## config.mk

```make
export PLATFORM = sky130hd
export DESIGN_NAME = tmr_capture_chan
export DESIGN_NICKNAME = d
export VERILOG_FILES = /design/src/rtl/tcc_pkg.sv /design/src/rtl/tcc_filter.sv /design/src/rtl/tcc_edge.sv /design/src/rtl/tcc_prescaler.sv /design/src/rtl/tcc_capreg.sv /design/src/rtl/tmr_capture_chan.sv
export SDC_FILE = /design/constraint.sdc
export NUM_CORES = 1
export LEC_CHECK = 0
export ABC_AREA = 1
export CORE_ASPECT_RATIO = 1.25
export CORE_MARGIN = 4
export CORE_UTILIZATION = 55
export CTS_CLUSTER_DIAMETER = 120
export DETAILED_ROUTE_END_ITERATION = 10
export DONT_BUFFER_PORTS = 1
export HOLD_SLACK_MARGIN = 0.12
export PLACE_DENSITY = 0.78
export SYNTH_ARGS = -nofsm -noshare
export SYNTH_HDL_FRONTEND = slang
export SYNTH_SLANG_ARGS = --single-unit
```

## constraint.sdc

```tcl
create_clock -name clk -period 1.91 [get_ports clk]
set_input_delay 0.4775 -clock clk [delete_from_list [all_inputs] [get_ports clk]]
set_output_delay 0.4775 -clock clk [all_outputs]
set_load 0.05 [all_outputs]
```

## src/rtl/tcc_pkg.sv

```systemverilog
package tcc_pkg;
   typedef enum logic [1:0] {
      SRC_NONE = 2'b00,
      SRC_OWN  = 2'b01,
      SRC_NBR  = 2'b10,
      SRC_TRG  = 2'b11
   } src_e;
endpackage

```

## src/rtl/tcc_filter.sv

```systemverilog
module tcc_filter #(
   parameter int SYNC_N = 2,
   parameter int FLT_W  = 4
) (
   input  logic             clk,
   input  logic             rst_n,
   input  logic             raw,
   input  logic [FLT_W-1:0] run_len,
   output logic             filt_o
);
   logic [SYNC_N-1:0] sync_q;
   logic [FLT_W-1:0]  run_q;
   logic [FLT_W:0]    run_nxt;
   logic [FLT_W:0]    need;
   logic              samp;

   generate
      if (SYNC_N < 2) begin : g_bad_sync
         $error("tcc_filter: SYNC_N must be at least 2");
      end
      for (genvar i = 0; i < SYNC_N; i++) begin : g_sync
         if (i == 0) begin : g_first
            always_ff @(posedge clk or negedge rst_n)
               if (!rst_n) sync_q[0] <= 1'b0;
               else        sync_q[0] <= raw;
         end else begin : g_next
            always_ff @(posedge clk or negedge rst_n)
               if (!rst_n) sync_q[i] <= 1'b0;
               else        sync_q[i] <= sync_q[i-1];
         end
      end
   endgenerate

   assign samp    = sync_q[SYNC_N-1];
   assign run_nxt = {1'b0, run_q} + 1'b1;
   assign need    = (run_len == '0) ? {{FLT_W{1'b0}}, 1'b1} : {1'b0, run_len};

   always_ff @(posedge clk or negedge rst_n) begin
      if (!rst_n) begin
         filt_o <= 1'b0;
         run_q  <= '0;
      end else if (samp != filt_o) begin
         if (run_nxt >= need) begin
            filt_o <= samp;
            run_q  <= '0;
         end else begin
            run_q  <= run_nxt[FLT_W-1:0];
         end
      end else begin
         run_q <= '0;
      end
   end

   assert_filt_follows_R2: assert property (@(posedge clk) disable iff (!rst_n)
      (filt_o != $past(filt_o)) |-> (filt_o == $past(samp)));
endmodule

```

## src/rtl/tcc_edge.sv

```systemverilog
module tcc_edge (
   input  logic clk,
   input  logic rst_n,
   input  logic lvl,
   input  logic pol,
   output logic pick,
   output logic any
);
   logic lvl_d;
   logic up;
   logic dn;

   always_ff @(posedge clk or negedge rst_n)
      if (!rst_n) lvl_d <= 1'b0;
      else        lvl_d <= lvl;

   assign up   = lvl & ~lvl_d;
   assign dn   = ~lvl & lvl_d;
   assign pick = pol ? dn : up;
   assign any  = up | dn;
endmodule

```

## src/rtl/tcc_prescaler.sv

```systemverilog
module tcc_prescaler #(
   parameter int PSC_W = 2
) (
   input  logic             clk,
   input  logic             rst_n,
   input  logic             ev,
   input  logic [PSC_W-1:0] ratio,
   input  logic             clr,
   output logic             fire
);
   localparam int CNT_W = (1 << PSC_W) - 1;

   logic [CNT_W-1:0] cnt_q;
   logic [CNT_W-1:0] lim;

   generate
      if (PSC_W < 1 || PSC_W > 3) begin : g_bad_psc
         $error("tcc_prescaler: PSC_W must be 1 to 3");
      end
   endgenerate

   always_comb begin
      lim = '0;
      for (int i = 0; i < CNT_W; i++)
         if (i < int'(ratio)) lim[i] = 1'b1;
   end

   assign fire = ev && (cnt_q == lim);

   always_ff @(posedge clk or negedge rst_n) begin
      if (!rst_n)     cnt_q <= '0;
      else if (clr)   cnt_q <= '0;
      else if (ev)    cnt_q <= fire ? '0 : cnt_q + 1'b1;
   end

   assert_psc_clear_R7: assert property (@(posedge clk) disable iff (!rst_n)
      clr |=> (cnt_q == '0));
endmodule

```

## src/rtl/tcc_capreg.sv

```systemverilog
module tcc_capreg #(
   parameter int CNT_W = 16,
   parameter int BUS_W = 8
) (
   input  logic             clk,
   input  logic             rst_n,
   input  logic             cap,
   input  logic [CNT_W-1:0] cnt_val,
   input  logic             rd_hi,
   input  logic             rd_lo,
   input  logic             flag_clr,
   output logic [CNT_W-1:0] cap_val,
   output logic [BUS_W-1:0] rd_data,
   output logic             flag
);
   logic [CNT_W-1:0] shadow_q;
   logic             pend_q;
   logic             hold_q;
   logic             blocked;

   generate
      if (CNT_W != 2 * BUS_W) begin : g_bad_width
         $error("tcc_capreg: CNT_W must be twice BUS_W");
      end
   endgenerate

   assign blocked = rd_hi | (hold_q & ~rd_lo);
   assign rd_data = rd_hi ? cap_val[CNT_W-1:BUS_W] :
                    rd_lo ? cap_val[BUS_W-1:0]     : '0;

   always_ff @(posedge clk or negedge rst_n) begin
      if (!rst_n) begin
         cap_val  <= '0;
         shadow_q <= '0;
         pend_q   <= 1'b0;
      end else if (cap) begin
         if (blocked) begin
            shadow_q <= cnt_val;
            pend_q   <= 1'b1;
         end else begin
            cap_val  <= cnt_val;
            pend_q   <= 1'b0;
         end
      end else if (pend_q && !blocked) begin
         cap_val <= shadow_q;
         pend_q  <= 1'b0;
      end
   end

   always_ff @(posedge clk or negedge rst_n) begin
      if (!rst_n)     hold_q <= 1'b0;
      else if (rd_hi) hold_q <= 1'b1;
      else if (rd_lo) hold_q <= 1'b0;
   end

   always_ff @(posedge clk or negedge rst_n) begin
      if (!rst_n)        flag <= 1'b0;
      else if (cap)      flag <= 1'b1;
      else if (flag_clr) flag <= 1'b0;
   end

   assert_hold_stable_R11: assert property (@(posedge clk) disable iff (!rst_n)
      ($past(rd_hi) || ($past(hold_q) && !$past(rd_lo))) |-> $stable(cap_val));
   assert_flag_sticky_R12: assert property (@(posedge clk) disable iff (!rst_n)
      ($past(flag) && !$past(flag_clr)) |-> flag);
   assert_cap_loads_R10: assert property (@(posedge clk) disable iff (!rst_n)
      ($past(cap) && !$past(blocked)) |-> (cap_val == $past(cnt_val)));
endmodule

```

## src/rtl/tmr_capture_chan.sv

```systemverilog
module tmr_capture_chan #(
   parameter int SYNC_N = 2,
   parameter int FLT_W  = 4,
   parameter int PSC_W  = 2,
   parameter int CNT_W  = 16,
   parameter int BUS_W  = 8
) (
   input  logic             clk,
   input  logic             rst_n,
   input  logic             raw_in,
   input  logic             nbr_rise,
   input  logic             nbr_fall,
   input  logic             trig_in,
   input  logic [CNT_W-1:0] cnt_val,
   input  logic [FLT_W-1:0] cfg_filt,
   input  logic             cfg_pol,
   input  logic [1:0]       cfg_src,
   input  logic [PSC_W-1:0] cfg_psc,
   input  logic             cfg_psc_wr,
   input  logic             cfg_en,
   input  logic             sw_capture,
   input  logic             rd_hi,
   input  logic             rd_lo,
   input  logic             flag_clr,
   output logic [BUS_W-1:0] rd_data,
   output logic [CNT_W-1:0] cap_val,
   output logic             cap_flag,
   output logic             edge_any
);
   import tcc_pkg::*;

   logic filt_lvl;
   logic own_pick;
   logic nbr_pick;
   logic src_ev;
   logic src_on;
   logic psc_fire;
   logic cap_evt;
   src_e src_sel;

   tcc_filter #(.SYNC_N(SYNC_N), .FLT_W(FLT_W)) u_filt (
      .clk(clk), .rst_n(rst_n), .raw(raw_in), .run_len(cfg_filt), .filt_o(filt_lvl)
   );

   tcc_edge u_edge (
      .clk(clk), .rst_n(rst_n), .lvl(filt_lvl), .pol(cfg_pol),
      .pick(own_pick), .any(edge_any)
   );

   assign nbr_pick = cfg_pol ? nbr_fall : nbr_rise;
   assign src_sel  = src_e'(cfg_src);

   always_comb begin
      case (src_sel)
         SRC_OWN: src_ev = own_pick;
         SRC_NBR: src_ev = nbr_pick;
         SRC_TRG: src_ev = trig_in;
         default: src_ev = 1'b0;
      endcase
   end

   assign src_on = (src_sel != SRC_NONE);

   tcc_prescaler #(.PSC_W(PSC_W)) u_psc (
      .clk(clk), .rst_n(rst_n), .ev(src_ev & cfg_en), .ratio(cfg_psc),
      .clr(~cfg_en | cfg_psc_wr), .fire(psc_fire)
   );

   assign cap_evt = (psc_fire | sw_capture) & cfg_en & src_on;

   tcc_capreg #(.CNT_W(CNT_W), .BUS_W(BUS_W)) u_cap (
      .clk(clk), .rst_n(rst_n), .cap(cap_evt), .cnt_val(cnt_val),
      .rd_hi(rd_hi), .rd_lo(rd_lo), .flag_clr(flag_clr),
      .cap_val(cap_val), .rd_data(rd_data), .flag(cap_flag)
   );

   assert_flag_needs_en_R8: assert property (@(posedge clk) disable iff (!rst_n)
      $rose(cap_flag) |-> $past(cfg_en));
endmodule

```

---- Word level (Yosys, flattened, before mapping) ----
Index checks and enable logic that the tools add are counted.
operators by class
  add/subtract/negate cells ............... 2
  order comparisons ....................... 4
  eq/ne operators ......................... 6
  muxes and demuxes ....................... 24
  bitwise operators ....................... 14
  reduce and logical (&&, ||, !) cells .... 12
operator list
  cell                                                  count
  two-way mux 16 bit                                    3
  two-way mux 8 bit                                     2
  two-way mux 1 bit                                     12
  two-way mux 4 bit                                     3
  nonzero test 2 bit                                    5
  two-way mux 3 bit                                     3
  AND 1 bit                                             6
  AND reduction 2 bit                                   3
  adder 4 x 1 -> 5 bit (second input constant)          1
  greater-or-equal comparator 5 bit                     1
  equality test 2 bit (second input constant)           2
  logical NOT 4 bit                                     1
  < comparator 1 x 2 -> 1 bit (first input constant)    2
  NOT 1 bit                                             4
  bitwise OR 1 bit                                      4
  adder 3 x 1 -> 3 bit (second input constant)          1
  equality test 3 bit                                   1
  case mux 1 bit (3 select lines)                       1
  equality test 2 x 1 -> 1 bit (second input constant)  1
  logical AND 1 bit                                     2
  < comparator 2 bit (first input constant)             1
  inequality test 2 bit (second input constant)         1
  logical NOT 1 bit                                     1
  inequality test 1 bit                                 1
word-level totals
  bits in registers ....................... 46
  output and inout bits ................... 26

---- Depth between registers and ports, before layout ----
Gate-level depths: netlist of the first run.
  depth in word-level cells ............... 11
  depth in mapped cells ................... 13
  mapped depth without buffers ............ 12

---- Hierarchy ----
Synthesis of the first run repeated with hierarchy kept, for this count alone.
unflattened totals
  cell total of the unflattened synthesis .. 339
  area, all modules ....................... 2686.3 um2
modules (own cells, without submodules)
  module            instances  cells an instance  area an instance (um2)
  tcc_capreg        1          232                1915.6
  tcc_filter        1          45                 399.1
  tcc_prescaler     1          35                 222.7
  tcc_edge          1          10                 76.3
  tmr_capture_chan  1          17                 72.6

---- Worst setup path before layout of the first run ----
No wires, ideal clock.
  kind .................................... input to register
  start ................................... in cfg_filt[2]
  end ..................................... reg u_filt.filt_o
  setup time .............................. 0.127 ns
  arrival time ............................ 1.629 ns
  setup slack ............................. 0.154 ns
  stages on the path ...................... 9
  buffers on the path ..................... 0
  cell sequence ........................... inv_1 > a31o_2 > ha_1 > o21ai_0 > a21boi_0 > o21ai_0 > nand3_1 > nand2_1 > o21ai_0
on the way
  longest elaborated chain between the ends .. 4
RTL lines
  what                                    RTL line                source
  start, declared                         tmr_capture_chan.sv:15  input logic [FLT_W-1:0] cfg_filt,
  logical NOT 4 bit                       tcc_filter.sv:36        assign need = (run_len == '0) ? {{FLT_W{1'b0}}, 1'b1} : {1'b0, run_len};
  two-way mux 4 bit *                     tcc_filter.sv:36
  greater-or-equal comparator 5 bit *     tcc_filter.sv:43        if (run_nxt >= need) begin
  AND reduction 2 bit (no source line) *  --
  end signal, assigned                    tcc_filter.sv:44        filt_o <= samp;
  end, declared                           tcc_filter.sv:9         output logic filt_o
Mark *: on every way between the ends. The rest lies on a longest branch, timed or not.
A chain may end at the register's enable or synchronous reset.

---- Worst setup path after layout of the first run ----
  start ................................... reg u_filt.run_q[0]
  end ..................................... reg u_filt.run_q[1]
on the way
  longest elaborated chain between the ends .. 4
RTL lines
  what                               RTL line          source
  start, declared                    tcc_filter.sv:12  logic [FLT_W-1:0] run_q;
  start signal, assigned             tcc_filter.sv:47  run_q <= run_nxt[FLT_W-1:0];
  adder 4 x 1 -> 5 bit *             tcc_filter.sv:35  assign run_nxt = {1'b0, run_q} + 1'b1;
  greater-or-equal comparator 5 bit  tcc_filter.sv:43
  two-way mux 4 bit *                tcc_filter.sv:43
  two-way mux 4 bit *                tcc_filter.sv:42  end else if (samp != filt_o) begin
Marks and branches as above.

==> results of run 1 <==
worst paths after layout:
path	from	to	slack, ps	depth (start not counted)
min in group asynchronous	rst_n	u_cap.cap_val[8]	670	2
hold reg to reg	u_filt.sync_q[0]	u_filt.samp	360	0
hold / removal	raw_in	u_filt.sync_q[0]	200	0
max in group asynchronous	rst_n	u_cap.cap_val[9]	1020	2
setup / recovery	u_filt.run_q[0]	u_filt.run_q[1]	6	7
setup reg to reg	u_filt.run_q[0]	u_filt.run_q[1]	6	7
final cells by class:
type | instances | area [sq um] | share of cell area (%)
clock buffer | 6 | 72.6 | 2.45
sequential | 46 | 1150 | 38.9
inverter | 28 | 109 | 3.68
clock inverter | 2 | 37.5 | 1.27
tap | 58 | 72.6 | 2.45
multi-input combinational | 237 | 1180 | 39.9
timing repair buffer | 36 | 335 | 11.3
routing by layer:
layer	vias to the layer above	GRT usage (%)
li1	1078	-
met2	80	38.5
met1	1008	24.8
met5	-	0
met4	0	8.68
met3	15	6.22
power by group:
group / leakage [nW] / internal [W] / switching [W]
Clock: 0.0514 / 0.000390 / 0.000315
Sequential: 0.586 / 0.00123 / 0.000160
Combinational: 1.02 / 0.000544 / 0.00127
Total: 1.66 / 0.00216 / 0.00174
cells in the final DEF (no fill, tap or decap), types with 3 or more instances in the layout:
| master | instances |
|---|---|
| buf_4 | 31 |
| clkbuf_8 | 5 |
| dfrtp_1 | 46 |
| ha_1 | 7 |
| inv_1 | 25 |
| nand2_1 | 143 |
| nand2_2 | 3 |
| nand2_4 | 4 |
| nand3_1 | 49 |
| nor3_1 | 3 |
| o21ai_0 | 4 |
worst max-delay path: cells and delay by family (launching register included):
family,cells,cell delay [ps]
adder cells (fa/ha/maj),2,480
AO/OA/AOI/OAI,2,340
AND/OR/NAND/NOR,2,390
XOR/XNOR,1,180
flip-flops,1,410
Yosys cell counts, types with 3 or more instances:
| master | number | area (sq um) |
|---|---|---|
| xor2_1 | 3 | 26.3 |
| o21ai_0 | 6 | 30.0 |
| ha_1 | 8 | 100 |
| dfrtp_1 | 46 | 1150 |
| nand2_4 | 3 | 33.8 |
| inv_1 | 26 | 97.6 |
| buf_6 | 4 | 45.0 |
| nand2_2 | 5 | 31.3 |
| nand2_1 | 143 | 537 |
| nand3_1 | 50 | 250 |
| buf_2 | 5 | 25.0 |
| nor3_1 | 4 | 20.0 |
| buf_4 | 4 | 30.0 |
state kept, by name (all words and copies together), names as in the netlist:
name and flops:
u_filt.samp 1, u_cap.hold_q 1, u_cap.flag 1, u_filt.sync_q 1, u_psc.cnt_q 3, u_cap.pend_q 1, u_cap.cap_val 16, u_filt.run_q 4
u_cap.shadow_q 16, u_edge.lvl_d 1, u_filt.filt_o 1
per-stage QoR:
stage | power, W | cells | hold WS [ps] | cell area [sq um]
floorplan | 0.00262 | 325 | 182 | 2500
global placement | 0.00304 | 400 | 184 | 2730
detailed placement | 0.00309 | 400 | 184 | 2730
CTS | 0.00384 | 410 | 198 | 2880
global route | 0.00413 | 413 | 181 | 2960
finish | 0.00390 | 413 | 202 | 2960
repair_timing:
action	in CTS	in global routing
hold buffers	2	0
gates cloned	0	1
resized for setup	1	9
buffers inserted	0	2
hold endpoints to repair	46	0
endpoints found under the setup margin	1	28
pin swaps	0	5
cell families after synthesis:
logic type	count (synthesis)
AOI/OAI and AO/OA	14
and+or+nand+nor	211
buffers and inverters	42
DFF	46
adders and majority gates	8
xor gates and xnor gates	4
==> reports/results.ini, run 1 <==
[yosys]
async_flop_share_pct=100
synth_area_sq_um=2500
syn-num-nets=370
synth-simple-area-share_pct=36.6
synthMuxAreaShare_pct=0
syn_avg_cell_area_sq_um=7.69
ys_ff_latch=46
yosys_most_used_dff=dfrtp_1
ys.warnings.count=0
synth_edf_count=0
ys_seq_area_share_pct=46.0
synth_compound_area_share_pct=3.55
synth_fa_ha_area_share_pct=4.00
synth_top_family_by_area=simple AND/OR/NAND/NOR gates
ys_types=27
synth_xor_area_share_pct=1.40
synth_cells=325

[finish]
post-route-util_pct=67.3
drive_gt1_share_pct=17.7
syn2layout_area_growth_pct=18.3
nNetsFinal=399
fill_cells=366
antenna_cells=0

[drt]
first_pass_iters=4
vias=2181
top_layer=met4
drt_iter0_drc=156
drt-total-wl_um=6160
ant_nets=0
avgViaCountPerCell=5.28
post-route-drc-count=0
wirelength_met1_um=2330
detail_route.wl_per_cell_um=14.9
wl_met2_um=3210
wl_met3_um=461

[setup_path]
crit_required_ps=2110
critical_path_class=register to register
setup.worst_path.start_class=register
crit_path_cell_trace=ha_2 -> xor2_2 -> ha_1 -> a21boi_0 -> o21ai_1 -> nand3_2 -> nor3_1
slowest_delay_ps=410
crit_fanout=6
crit_slowest_cell=dfrtp_1
worstPathArrival_ps=2100
cp-end-kind=register

[sta]
rsz0062_at_grt=true
fin_worst_skew_ps=6.71
setup_viol=0
worst_pin_slew_ps=468
hold_violations=0
period_share_pct=99.7
fin_crit_ps=1900
final_max_slew_viol_count=0
setup_tns_ps=0
fmaxAchievable_mhz=525
relSlewSlack_pct=68.8
finalWorstSetupSlack_ps=6.14

[place]
place_hpwl_um=4260
gp_congestion=0.858
numPortBuffers=0
dp_slack_ps=28.9

[grt]
grt_use_total_pct=22.2
overflow=0
grt_pass1_vias=2188
grt_pass1_wl_um=9730
antenna_found_initial=0
grt_max_degree=47

[die]
die_w_um=68.3
core_area_sq_um=4390
die_h_um=83.4
rows=27
die-area_sq_um=5690
start_util_pct=56.9
io_pins=63

[cts]
clock_path_buffers=2
ctsHtreeMaxLevel=2
cts.clk_slew.worst_paths_ps=80
tritoncts=built
cts_buffers=5
root_buffer=clkbuf_8
cts.sinks=46
insertion_delay_ps=300

[power_and_ir_drop]
worst_ir_drop_vdd_uv=912
leakagePower_nw=1.66
power_density_nw_per_um2=1320

[job]
max_cap_viol_count=0

[outcome]
status=complete, no violations

[worst_hold_path]
min_path_type=input port to register

Power figures use the tool's default switching activity.
==> run 2, diff against run 1 <==
--- a/config.mk
+++ b/config.mk
@@ -8,12 +8,12 @@
 export ABC_AREA = 1
 export CORE_ASPECT_RATIO = 1.25
 export CORE_MARGIN = 4
-export CORE_UTILIZATION = 55
+export CORE_UTILIZATION = 30
 export CTS_CLUSTER_DIAMETER = 120
 export DETAILED_ROUTE_END_ITERATION = 10
 export DONT_BUFFER_PORTS = 1
 export HOLD_SLACK_MARGIN = 0.12
-export PLACE_DENSITY = 0.78
+export PLACE_DENSITY = 0.52
 export SYNTH_ARGS = -nofsm -noshare
 export SYNTH_HDL_FRONTEND = slang
 export SYNTH_SLANG_ARGS = --single-unit
==> run 2 against run 1 <==
  * Largest power group unchanged
  * Fmax grew 4.2%
  * Combinational power is essentially flat
  * Clock skew shrank 0.61 ps
  * First-iteration DRC count shrank 25%
  * Final cell count grew 9.0%
  * Via count shrank 4.0%
==> reports/results.ini, run 2 (synthesized netlist as in run 1, its figures left out) <==
[outcome]
status=complete, no violations

[setup_path]
crit_path_cell_trace=inv_1 -> ha_1 -> clkinvlp_4
setup.worst_path.start_class=register
crit_required_ps=1430  ; -680 ps
critical_path_class=register to output pin
crit_fanout=4  ; -2
worstPathArrival_ps=1350  ; -750 ps
slowest_delay_ps=410  ; about the same
cp-end-kind=output pin
crit_slowest_cell=dfrtp_1

[power_and_ir_drop]
seq_power_share_pct=36.6  ; +1.1 points
design_power_total_w=0.00379  ; -2.9%
power_density_nw_per_um2=1280  ; -3.1%
power_switching_w=0.00172  ; -1.3%
comb_power_share_pct=46.9  ; +0.5 points
leakagePower_nw=1.64  ; -0.98%
internal-power_w=0.00207  ; -4.2%
swShare_pct=45.4  ; +0.73 points
worst_ir_drop_vdd_uv=325  ; -64%
pwr-share-clk_pct=16.5  ; -1.6 points

[grt]
grt_use_total_pct=13.2  ; -9.0 points
grt_pass1_wl_um=10100  ; +4.1%
grt_max_degree=47  ; unchanged
overflow=0  ; unchanged
antenna_found_initial=0  ; unchanged
grt_pass1_vias=2008  ; -8.2%

[sta]
fmaxAchievable_mhz=547  ; +4.2%
final_max_slew_viol_count=0  ; unchanged
setup_tns_ps=0  ; unchanged
worst_pin_slew_ps=471  ; +2.33 ps
period_share_pct=95.6  ; -4.0 points
fin_worst_skew_ps=6.10  ; -0.611 ps
rsz0062_at_grt=true
setup_viol=0  ; unchanged
relSlewSlack_pct=68.6  ; -0.16 points
fin_crit_ps=1830  ; -77.3 ps
hold_violations=0  ; unchanged

[finish]
drive_gt1_share_pct=17.7  ; unchanged
final_cell_mix=143 x nand2_1, 49 x nand3_1, 46 x dfrtp_1
syn2layout_area_growth_pct=18.5
nNetsFinal=399  ; unchanged
top_regs=u_cap.cap_val x16, u_cap.shadow_q x16, u_filt.run_q x4
fill_cells=836  ; +130%
final_common_cell=nand2_1
antenna_cells=0  ; unchanged

[die]
core_area_sq_um=7970  ; +82%
start_util_pct=31.4  ; -26 points
die_w_um=89.6  ; +31%
io_pins=63  ; unchanged
rows=36  ; +33%
die-area_sq_um=9870  ; +73%
die_h_um=110  ; +32%

[drt]
ant_nets=0  ; unchanged
drt-total-wl_um=6190  ; +0.50%
first_pass_iters=4  ; unchanged
vias=2093  ; -4.0%
post-route-drc-count=0  ; unchanged
avgViaCountPerCell=4.65  ; -12%
drt_iter0_drc=117  ; -25%
detail_route.wl_per_cell_um=13.7  ; -7.8%

[worst_hold_path]
min_path_type=input port to register

[place]
numPortBuffers=0  ; unchanged
place_hpwl_um=4500  ; +5.4%
gp_congestion=0.706  ; -18%

[cts]
cts.clk_slew.worst_paths_ps=90  ; about the same
cts_buffers=5  ; unchanged
ctsHtreeMaxLevel=2  ; unchanged
clock_path_buffers=2  ; unchanged
tritoncts=built
cts.sinks=46  ; unchanged
root_buffer=clkbuf_8
insertion_delay_ps=290  ; about the same

[job]
max_cap_viol_count=0  ; unchanged

## run 2: worst max-delay path: cells and delay by family (launching register included)
family	cells	cell delay, ps
flops	1	410
buf+inv	2	330
fa+ha+maj	1	320
## run 2: timing repair
item | in CTS | in global routing
endpoints found under the hold margin | 46 | 0
setup buffers | 0 | 3
hold buffers | 2 | 0
endpoints found under the setup margin | 0 | 31
gates resized for setup | 0 | 7
## run 2: cell type report
type                       count  area [sq um]  area share (%)
multi-input combinational    237          1170            39.5
sequential                    46          1150            38.9
timing repair buffer          36           318            10.7
tap                           95           119            4.01
inverter                      28           109            3.68
clock buffer                   6          82.6            2.79
clock inverter                 2          12.5           0.422
## run 2: per-layer routing
| layer | GRT usage [%] | vias up | part of all wire (%) |
|---|---|---|---|
| met5 | 0 | - | 0 |
| met4 | 4.47 | 0 | 1.3 |
| met3 | 3.72 | 4 | 7.0 |
| met2 | 20.8 | 42 | 48 |
| met1 | 17.4 | 961 | 44 |
| li1 | - | 1086 | - |
## run 2: power by group through the flow
stage               logic (W)  clock network (W)  registers [W]
floorplan            0.000788                  0        0.00183
global placement      0.00167                  0        0.00140
detailed placement    0.00167                  0        0.00140
CTS                   0.00171           0.000655        0.00138
global route          0.00194           0.000686        0.00142
finish                0.00178           0.000623        0.00139
## run 2: worst paths after layout
check | endpoint | slack, ps | depth (start not counted) | start
max | edge_any | 80 | 3 | u_filt.filt_o
min | u_filt.sync_q[0] | 210 | 0 | raw_in
max reg2reg | u_filt.filt_o | 90 | 8 | u_filt.run_q[0]
min reg2reg | u_filt.samp | 360 | 0 | u_filt.sync_q[0]
max in group asynchronous | u_cap.pend_q | 990 | 2 | rst_n
min in group asynchronous | u_psc.cnt_q[2] | 700 | 2 | rst_n
## run 2: metrics by stage
stage / worst slack (ps) / util (%) / instances / area, sq um / hold slack, ps
2_1_floorplan: 154 / - / 325 / 2500 / 182
3_3_place_gp: 56.4 / 34.8 / 437 / 2770 / 184
3_5_place_dp: 1.01 / 34.8 / 437 / 2770 / 184
4_1_cts: 6.92 / 36.4 / 447 / 2910 / 196
5_1_grt: -75.1 / 37.1 / 450 / 2960 / 189
6_report: 83.4 / 37.1 / 450 / 2960 / 207
